--- src/rtl/wdog64_pkg.sv ---
package wdog64_pkg;
  localparam logic [7:0] OFF_ID     = 8'h00;
  localparam logic [7:0] OFF_EMU    = 8'h04;
  localparam logic [7:0] OFF_CNT_LO = 8'h10;
  localparam logic [7:0] OFF_CNT_HI = 8'h14;
  localparam logic [7:0] OFF_PRD_LO = 8'h18;
  localparam logic [7:0] OFF_PRD_HI = 8'h1C;
  localparam logic [7:0] OFF_MODE   = 8'h20;
  localparam logic [7:0] OFF_GCTL   = 8'h24;
  localparam logic [7:0] OFF_WDCTL  = 8'h28;

  localparam logic [15:0] KEY_OPEN = 16'hA5C6;
  localparam logic [15:0] KEY_SEAL = 16'hDA7E;

  typedef enum logic [1:0] {
    ST_IDLE,
    ST_PRE,
    ST_ACTIVE,
    ST_SERVICE
  } wdState_e;

  // strobes from the key controller to the datapath
  typedef struct packed {
    logic locked;
    logic armed;
    logic clrCount;
  } ctrlStrb_t;
endpackage

--- src/rtl/wdog64_ctrl.sv ---
module wdog64_ctrl
  import wdog64_pkg::*;
(
  input  logic        clk,
  input  logic        rst_n,
  input  logic        keyWr,
  input  logic [15:0] keyVal,
  input  logic        enBit,
  output ctrlStrb_t   strb
);
  wdState_e state, nextState;
  logic     svcDone;

  always_comb begin
    nextState = state;
    svcDone   = 1'b0;
    if (keyWr) begin
      case (state)
        ST_IDLE:    if (keyVal == KEY_OPEN && enBit) nextState = ST_PRE;
        ST_PRE:     if (keyVal == KEY_SEAL) nextState = ST_ACTIVE;
        ST_ACTIVE:  if (keyVal == KEY_OPEN) nextState = ST_SERVICE;
        ST_SERVICE: if (keyVal == KEY_SEAL) begin
                      nextState = ST_ACTIVE;
                      svcDone   = 1'b1;
                    end
        default:    nextState = state;
      endcase
    end
  end

  always_ff @(posedge clk) begin
    if (!rst_n) state <= ST_IDLE;
    else        state <= nextState;
  end

  always_comb begin
    strb.locked   = (state != ST_IDLE);
    strb.armed    = (state == ST_ACTIVE) || (state == ST_SERVICE);
    strb.clrCount = svcDone;
  end
endmodule

--- src/rtl/wdog64_dp.sv ---
module wdog64_dp
  import wdog64_pkg::*;
#(
  parameter int ADDR_W = 8,
  parameter int CNT_W  = 64
) (
  input  logic              clk,
  input  logic              rst_n,
  input  logic [ADDR_W-1:0] busAddr,
  input  logic              busWe,
  input  logic [31:0]       busWdata,
  input  ctrlStrb_t         strb,
  output logic [CNT_W-1:0]  countQ,
  output logic [CNT_W-1:0]  periodQ,
  output logic [1:0]        modeQ,
  output logic [3:0]        gctlQ,
  output logic              flagQ,
  output logic              rstReq
);
  localparam int HALF_W = CNT_W / 2;

  logic wrCntLo, wrCntHi, wrPrdLo, wrPrdHi, wrMode, wrGctl, wrWd;
  logic cfgOpen, running, expireHit;

  assign cfgOpen = busWe && !strb.locked;
  assign wrCntLo = cfgOpen && (busAddr == ADDR_W'(OFF_CNT_LO));
  assign wrCntHi = cfgOpen && (busAddr == ADDR_W'(OFF_CNT_HI));
  assign wrPrdLo = cfgOpen && (busAddr == ADDR_W'(OFF_PRD_LO));
  assign wrPrdHi = cfgOpen && (busAddr == ADDR_W'(OFF_PRD_HI));
  assign wrMode  = cfgOpen && (busAddr == ADDR_W'(OFF_MODE));
  assign wrGctl  = cfgOpen && (busAddr == ADDR_W'(OFF_GCTL));
  assign wrWd    = busWe && (busAddr == ADDR_W'(OFF_WDCTL));

  assign running   = (modeQ != 2'd0) && gctlQ[0] && gctlQ[1];
  assign expireHit = strb.armed && running && (countQ == periodQ) && !strb.clrCount;

  always_ff @(posedge clk) begin
    if (!rst_n) begin
      countQ <= '0;
    end else if (strb.clrCount || expireHit) begin
      countQ <= '0;
    end else if (wrCntLo) begin
      countQ[HALF_W-1:0] <= busWdata[HALF_W-1:0];
    end else if (wrCntHi) begin
      countQ[CNT_W-1:HALF_W] <= busWdata[HALF_W-1:0];
    end else if (running) begin
      countQ <= countQ + CNT_W'(1);
    end
  end

  always_ff @(posedge clk) begin
    if (!rst_n) begin
      periodQ <= '0;
      modeQ   <= '0;
      gctlQ   <= '0;
    end else begin
      if (wrPrdLo) periodQ[HALF_W-1:0]     <= busWdata[HALF_W-1:0];
      if (wrPrdHi) periodQ[CNT_W-1:HALF_W] <= busWdata[HALF_W-1:0];
      if (wrMode)  modeQ <= busWdata[7:6];
      if (wrGctl)  gctlQ <= busWdata[3:0];
    end
  end

  always_ff @(posedge clk) begin
    if (!rst_n) begin
      flagQ  <= 1'b0;
      rstReq <= 1'b0;
    end else begin
      rstReq <= expireHit;
      if (expireHit)                flagQ <= 1'b1;
      else if (wrWd && busWdata[15]) flagQ <= 1'b0;
    end
  end
endmodule

--- src/rtl/wdog64_keyed.sv ---
module wdog64_keyed
  import wdog64_pkg::*;
#(
  parameter int          ADDR_W   = 8,
  parameter logic [31:0] ID_VALUE = 32'h5744_0101
) (
  input  logic              clk,
  input  logic              rst_n,
  input  logic [ADDR_W-1:0] busAddr,
  input  logic              busWe,
  input  logic [31:0]       busWdata,
  output logic [31:0]       busRdata,
  output logic              rstReq
);
  localparam int CNT_W = 64;

  ctrlStrb_t        strb;
  logic [CNT_W-1:0] countQ, periodQ;
  logic [1:0]       modeQ;
  logic [3:0]       gctlQ;
  logic             flagQ;
  logic             keyWr;

  assign keyWr = busWe && (busAddr == ADDR_W'(OFF_WDCTL));

  wdog64_ctrl uCtrl (
    .clk    (clk),
    .rst_n  (rst_n),
    .keyWr  (keyWr),
    .keyVal (busWdata[31:16]),
    .enBit  (busWdata[14]),
    .strb   (strb)
  );

  wdog64_dp #(.ADDR_W(ADDR_W), .CNT_W(CNT_W)) uDp (
    .clk      (clk),
    .rst_n    (rst_n),
    .busAddr  (busAddr),
    .busWe    (busWe),
    .busWdata (busWdata),
    .strb     (strb),
    .countQ   (countQ),
    .periodQ  (periodQ),
    .modeQ    (modeQ),
    .gctlQ    (gctlQ),
    .flagQ    (flagQ),
    .rstReq   (rstReq)
  );

  always_comb begin
    busRdata = '0;
    if      (busAddr == ADDR_W'(OFF_ID))     busRdata = ID_VALUE;
    else if (busAddr == ADDR_W'(OFF_CNT_LO)) busRdata = countQ[31:0];
    else if (busAddr == ADDR_W'(OFF_CNT_HI)) busRdata = countQ[63:32];
    else if (busAddr == ADDR_W'(OFF_PRD_LO)) busRdata = periodQ[31:0];
    else if (busAddr == ADDR_W'(OFF_PRD_HI)) busRdata = periodQ[63:32];
    else if (busAddr == ADDR_W'(OFF_MODE))   busRdata = {24'h0, modeQ, 6'h0};
    else if (busAddr == ADDR_W'(OFF_GCTL))   busRdata = {28'h0, gctlQ};
    else if (busAddr == ADDR_W'(OFF_WDCTL))  busRdata = {16'h0, flagQ, strb.locked, 14'h0};
  end
endmodule

--- config.mk ---
export PLATFORM = sky130hd
export DESIGN_NAME = wdog64_keyed
export DESIGN_NICKNAME = d
export VERILOG_FILES = /design/src/rtl/wdog64_pkg.sv /design/src/rtl/wdog64_ctrl.sv /design/src/rtl/wdog64_dp.sv /design/src/rtl/wdog64_keyed.sv
export SDC_FILE = /design/constraint.sdc
export NUM_CORES = 1
export LEC_CHECK = 0
export CAP_MARGIN = 20
export CORE_MARGIN = 2
export CORE_UTILIZATION = 55
export CTS_BUF_LIST = sky130_fd_sc_hd__clkbuf_2 sky130_fd_sc_hd__clkbuf_4 sky130_fd_sc_hd__clkbuf_8
export CTS_CLUSTER_SIZE = 8
export DETAILED_ROUTE_END_ITERATION = 16
export PLACE_DENSITY_LB_ADDON = 0.3
export SLEW_MARGIN = 20
export SYNTH_ARGS = -nofsm -noshare
export SYNTH_HDL_FRONTEND = slang
export SYNTH_HIERARCHICAL = 1
export SYNTH_SLANG_ARGS = --single-unit
--- constraint.sdc ---
create_clock -name clk -period 2.41 [get_ports clk]
set_input_delay 0.241 -clock clk [delete_from_list [all_inputs] [get_ports clk]]
set_output_delay 0.241 -clock clk [all_outputs]
set_load 0.1 [all_outputs]
Word-level counts from Yosys, hierarchy flattened
Index checks and enable logic that the tools add are counted.

Bits in registers: 138. Word-level logic and storage cells: 81.

Add/sub/neg operators: 1. Reductions and logical operators: 31. Muxes and demuxes: 21. Eq/ne operators: 17. Bitwise operators: 2.

Operators by type and width (count): two-way mux 32 bit (8); adder 64 x 1 -> 64 bit (second input constant) (1); == test 64 bit (1); two-way mux 64 bit (1); two-way mux 16 bit (3); == test 16 bit (second input constant) (2); == test 8 x 5 -> 1 bit (second input constant) (4); == test 8 x 6 -> 1 bit (second input constant) (3); logical AND 1 bit (15); nonzero test 2 bit (5); logical NOT 8 bit (1); != test 2 x 1 -> 1 bit (second input constant) (4); two-way mux 2 bit (3); case mux 2 bit (3 select lines) (1); two-way mux 1 bit (5); == test 2 bit (second input constant) (2); AND reduction 2 bit (2); AND reduction 4 bit (1); OR reduction 2 bit (2); == test 2 x 1 -> 1 bit (second input constant) (1); logical NOT 1 bit (2); logical NOT 2 bit (1); logical OR 1 bit (2); inverter 1 bit (2).

Depth between registers and ports, before layout
Word-level depth: 9. Mapped depth: 13.

Modules after synthesis
The synthesis kept the hierarchy.

Modules (own cells, without submodules): wdog64_dp (sequential area each 2722.6 µm², times used 1, cells an instance 944, area an instance 7526.0 µm²); wdog64_keyed (sequential area each 0.0 µm², times used 1, cells an instance 218, area an instance 1427.6 µm²); wdog64_ctrl (sequential area each 40.0 µm², times used 1, cells an instance 20, area an instance 178.9 µm²).

Least setup slack after synthesis
Ideal clock, no wire load.

Path type: input to output. Start point: in busAddr[4]. End point: out busRdata[14]. Arrival time: 3477 ps. Stages on the path: 5. Required time: 2169 ps. Slack: -1308 ps. Path through: buf_4 or4b_1 nor2_1 a21boi_1 o32ai_1.

Word-level cells in the longest chain between the ends: 9.

Ends and longest elaborated chain: start: declaration (RTL line wdog64_keyed.sv:9) `input logic [ADDR_W-1:0] busAddr,`; == test 8 x 6 -> 1 bit (RTL line wdog64_keyed.sv:59) `else if (busAddr == ADDR_W'(OFF_WDCTL)) busRdata = {16'h0, flagQ, strb.locked, 14'h0};`; two-way mux 16 bit (RTL line wdog64_keyed.sv:59); two-way mux 16 bit (RTL line wdog64_keyed.sv:58) `else if (busAddr == ADDR_W'(OFF_GCTL)) busRdata = {28'h0, gctlQ};`; two-way mux 16 bit (RTL line wdog64_keyed.sv:57) `else if (busAddr == ADDR_W'(OFF_MODE)) busRdata = {24'h0, modeQ, 6'h0};`; two-way mux 32 bit (RTL line wdog64_keyed.sv:56) `else if (busAddr == ADDR_W'(OFF_PRD_HI)) busRdata = periodQ[63:32];`; two-way mux 32 bit (RTL line wdog64_keyed.sv:55) `else if (busAddr == ADDR_W'(OFF_PRD_LO)) busRdata = periodQ[31:0];`; two-way mux 32 bit (RTL line wdog64_keyed.sv:54) `else if (busAddr == ADDR_W'(OFF_CNT_HI)) busRdata = countQ[63:32];`; two-way mux 32 bit (RTL line wdog64_keyed.sv:53) `else if (busAddr == ADDR_W'(OFF_CNT_LO)) busRdata = countQ[31:0];`; two-way mux 32 bit (*) (RTL line wdog64_keyed.sv:52) `if (busAddr == ADDR_W'(OFF_ID)) busRdata = ID_VALUE;`; end: declaration (RTL line wdog64_keyed.sv:12) `output logic [31:0] busRdata,`.

Every way passes the cells marked *; elsewhere a longest branch is shown, timed or not.

==> flow_metrics.tcl <==
set metrics [dict create \
    fmax_mhz 391 \
    layout_common_cells "buf_4 (203), nand2_1 (194), dfxtp_1 (116), nor2_1 (67), a21boi_0 (64)" \
    cpMostUsedCell "buf_6" \
    post-route-util_pct 82.8 \
    cp_max_fo 4 \
    maxCapViolations 0 \
    port-buffer-count 75 \
    synth_area_um2 9130 \
    synth.top_cell.area_share_pct 30.3 \
    critPathRequiredTime_ps 2760 \
    setup-violations-final 63 \
    layout-drive-gt1-share_pct 34.6 \
    rows 47 \
    crit_family "simple AND/OR/NAND/NOR gates" \
    syn_nets 1226 \
    grt_use_total_pct 48.7 \
    instances_no_fill 1668 \
    tightest_slew_ps 745 \
    drc 0 \
    ys_warn_count 6 \
    overflow 0 \
    power_switching_share_pct 28.7 \
    comb_power_share_pct 12.5 \
    avgSynthCellArea_um2 7.73 \
    yosysTopAreaCell "dfxtp_1" \
    syn_to_final_growth_pct 48.8 \
    routed_via_density 6.92 \
    post-route-min-period_ps 2560 \
    path_buf_inv 4 \
    path_cells "or2_4 > or4b_4 > buf_6 > nor4_4 > buf_4 > buf_6 > buf_6 > nor2_4 > a22o_1 > a22oi_1 > nor2_1" \
    clockBufferDepth 2 \
    wl_per_cell_um 27.1 \
    cts.htree.levels 4 \
    vdd_drop_max_mv 0.624 \
    nFillCells 1018 \
    grt_max_degree 74 \
    layout_commonest_cell "buf_4" \
    start_util_pct 55.7 \
    multiInputGateArea_um2 6660 \
    synth_flop_cell "dfxtp_1" \
    drt_iter0_drc 2094 \
    slowest_delay_ps 530 \
    cts.sinks 138 \
    seq_area_frac_synth_pct 30.3 \
    worst_ep_arrival_time_ps 2910 \
    power.density_nw_per_um2 374 \
    slowest_stage "or4b_4" \
    syn_inst 1182 \
    ant_nets 0 \
    chipWidth_um 133 \
    fin_tns_setup_ps -3320 \
    ys_ff_latch 138 \
    gp_congestion 1.09 \
    synth_edf_count 0 \
    clock-skew-final_ps 14.5 \
    synthTopCellsByArea "dfxtp_1 (30%), nand2_1 (8.6%), a21boi_0 (5.3%)" \
    p_seq_share_pct 45.5 \
    drv_slew 0 \
    stdcell_area_um2 13600 \
    die_h_um 133 \
    place_area_um2 12100 \
    num-nets-final 1479 \
    relSlewSlack_pct 50.3 \
    p_int_w 0.00363 \
    grt_pass1_vias 10610 \
    antenna_found_initial 0 \
    yosysUniqueCellTypes 87 \
    power.clock.fraction_pct 42.0 \
    dp_hpwl_um 31200 \
    worstHoldPathType "input pin to register" \
    outcome "complete, but fails checks" \
    fin_crit_sh_pct 106 \
    dr.pass1.iters 7 \
    netSwitchingPower_w 0.00146 \
    wl_um 45300 \
    core_area_um2 16400 \
    io_pins 76 \
    path_clk_slew_ps 90 \
    numCtsBuffers 17 \
    setup_ws_ps -149 \
    grt_setup_unrepaired "true" \
    critPathLaunchType "register" \
    die-area_um2 17700 \
    cp-end-kind "register" \
    cts_tree "yes" \
    worstSkewPairLatency_ps 470 \
    critPathKind "register to register" \
    final_hold_viol_count 0 \
    root_buffer "clkbuf_8" \
    violations "setup timing" \
    n_antenna_cell 0 \
    p_leak_nw 5.03 \
    async_flop_share_pct 0 \
    seqCellArea_um2 2800 \
    dp.cells 1610 \
    grt_pass1_wl_um 64900 \
    num_vias 11535 \
]
==> layer usage <==
metal | share of wire, % | vias to the layer above | global-route usage, %
met5 | 0 | - | 0
met4 | 6.6 | 0 | 23.7
met1 | 35 | 5374 | 63.5
met2 | 42 | 1118 | 72.5
li1 | - | 4761 | -
met3 | 16 | 282 | 16.0
==> worst paths after layout <==
| check | startpoint | endpoint | slack, ps | depth (start not counted) |
|---|---|---|---|---|
| max reg2reg | uCtrl/state[0] | uDp/countQ[33] | -150 | 11 |
| min | rst_n | uDp/rstReq | 420 | 4 |
| max | uCtrl/state[0] | uDp/countQ[33] | -150 | 11 |
| min reg2reg | uDp/periodQ[27] | uDp/periodQ[27] | 510 | 2 |
==> cells by family (layout without fill, tap and decap cells) <==
logic type               Yosys count  in the layout  share of synthesized area [%]
multiplexers                      22             22                           3.81
buffers and inverters            135            401                           6.07
adder cells (fa/ha/maj)            1              1                          0.137
XOR/XNOR                          71             71                           6.81
AO/OA/AOI/OAI                    295            295                           23.5
AND/OR/NAND/NOR                  520            520                           29.5
flip-flops                       138            138                           30.3
==> through the flow <==
step | worst slack, ps | hold slack, ps | total power, W
3_5_place_dp | -650 | 487 | 0.00291
3_3_place_gp | -484 | 466 | 0.00290
2_1_floorplan | -512 | 374 | 0.00260
6_report | -149 | 422 | 0.00509
4_1_cts | -120 | 386 | 0.00499
5_1_grt | -153 | 409 | 0.00516
==> sequential cells by signal, summed over array words and instances, names as in the netlist <==
register / count
uDp/countQ: 64
uDp/periodQ: 64
uDp/flagQ: 1
uDp/modeQ: 2
uDp/gctlQ: 4
uCtrl/state: 2
uDp/rstReq: 1
==> repair_timing <==
item                                    CTS  global route
pin swaps                                47            76
gates resized for setup                  80           123
buffers inserted                         17             9
hold buffers                              0             0
endpoints found under the setup margin   96            93
cloned                                    2             2
==> worst reg2reg max path: cells and delay by family (launching register included) <==
| family | cells | cell delay, ps |
|---|---|---|
| compound gates | 2 | 380 |
| flops | 1 | 330 |
| simple gates | 5 | 1150 |
| buf+inv | 4 | 590 |
==> layout make-up <==
| type | instances | share of cell area [%] |
|---|---|---|
| well taps | 220 | 2.03 |
| inverters | 46 | 1.27 |
| clock inverters | 14 | 1.34 |
| flip-flops and latches | 138 | 20.6 |
| clock buffers | 18 | 1.78 |
| multi-input cells | 909 | 49.0 |
| repair buffers | 323 | 24.1 |
==> synthesized netlist by cell type, types with 7 or more instances <==
cell and count:
nand2_1 210, dfxtp_1 138, nor2_1 74, a21boi_0 64
clkbuf_1 60, inv_1 44, xnor2_1 39, a21oi_1 38
a211oi_1 37, nand3_1 37, xor2_1 32, nor2b_1 27
nand4_1 26, o21ai_0 26, a22oi_1 22, a31oi_1 21
nand2b_1 19, buf_2 17, nor3_1 17, or4_1 17
nor4_1 16, or3_1 15, a221o_1 14, a21oi_2 10
mux2i_1 10, mux4_2 10, and3_1 8, a21o_1 7
o22ai_1 7, or4b_1 7
==> power groups by stage <==
stage               Clock (W)  Combinational, W  Sequential [W]
finish                0.00213          0.000638         0.00231
global route          0.00220          0.000650         0.00232
CTS                   0.00210          0.000574         0.00231
detailed placement          0          0.000543         0.00237
global placement            0          0.000537         0.00237
floorplan                   0          0.000227         0.00237
Note: power is estimated with default switching activity, not from simulation.
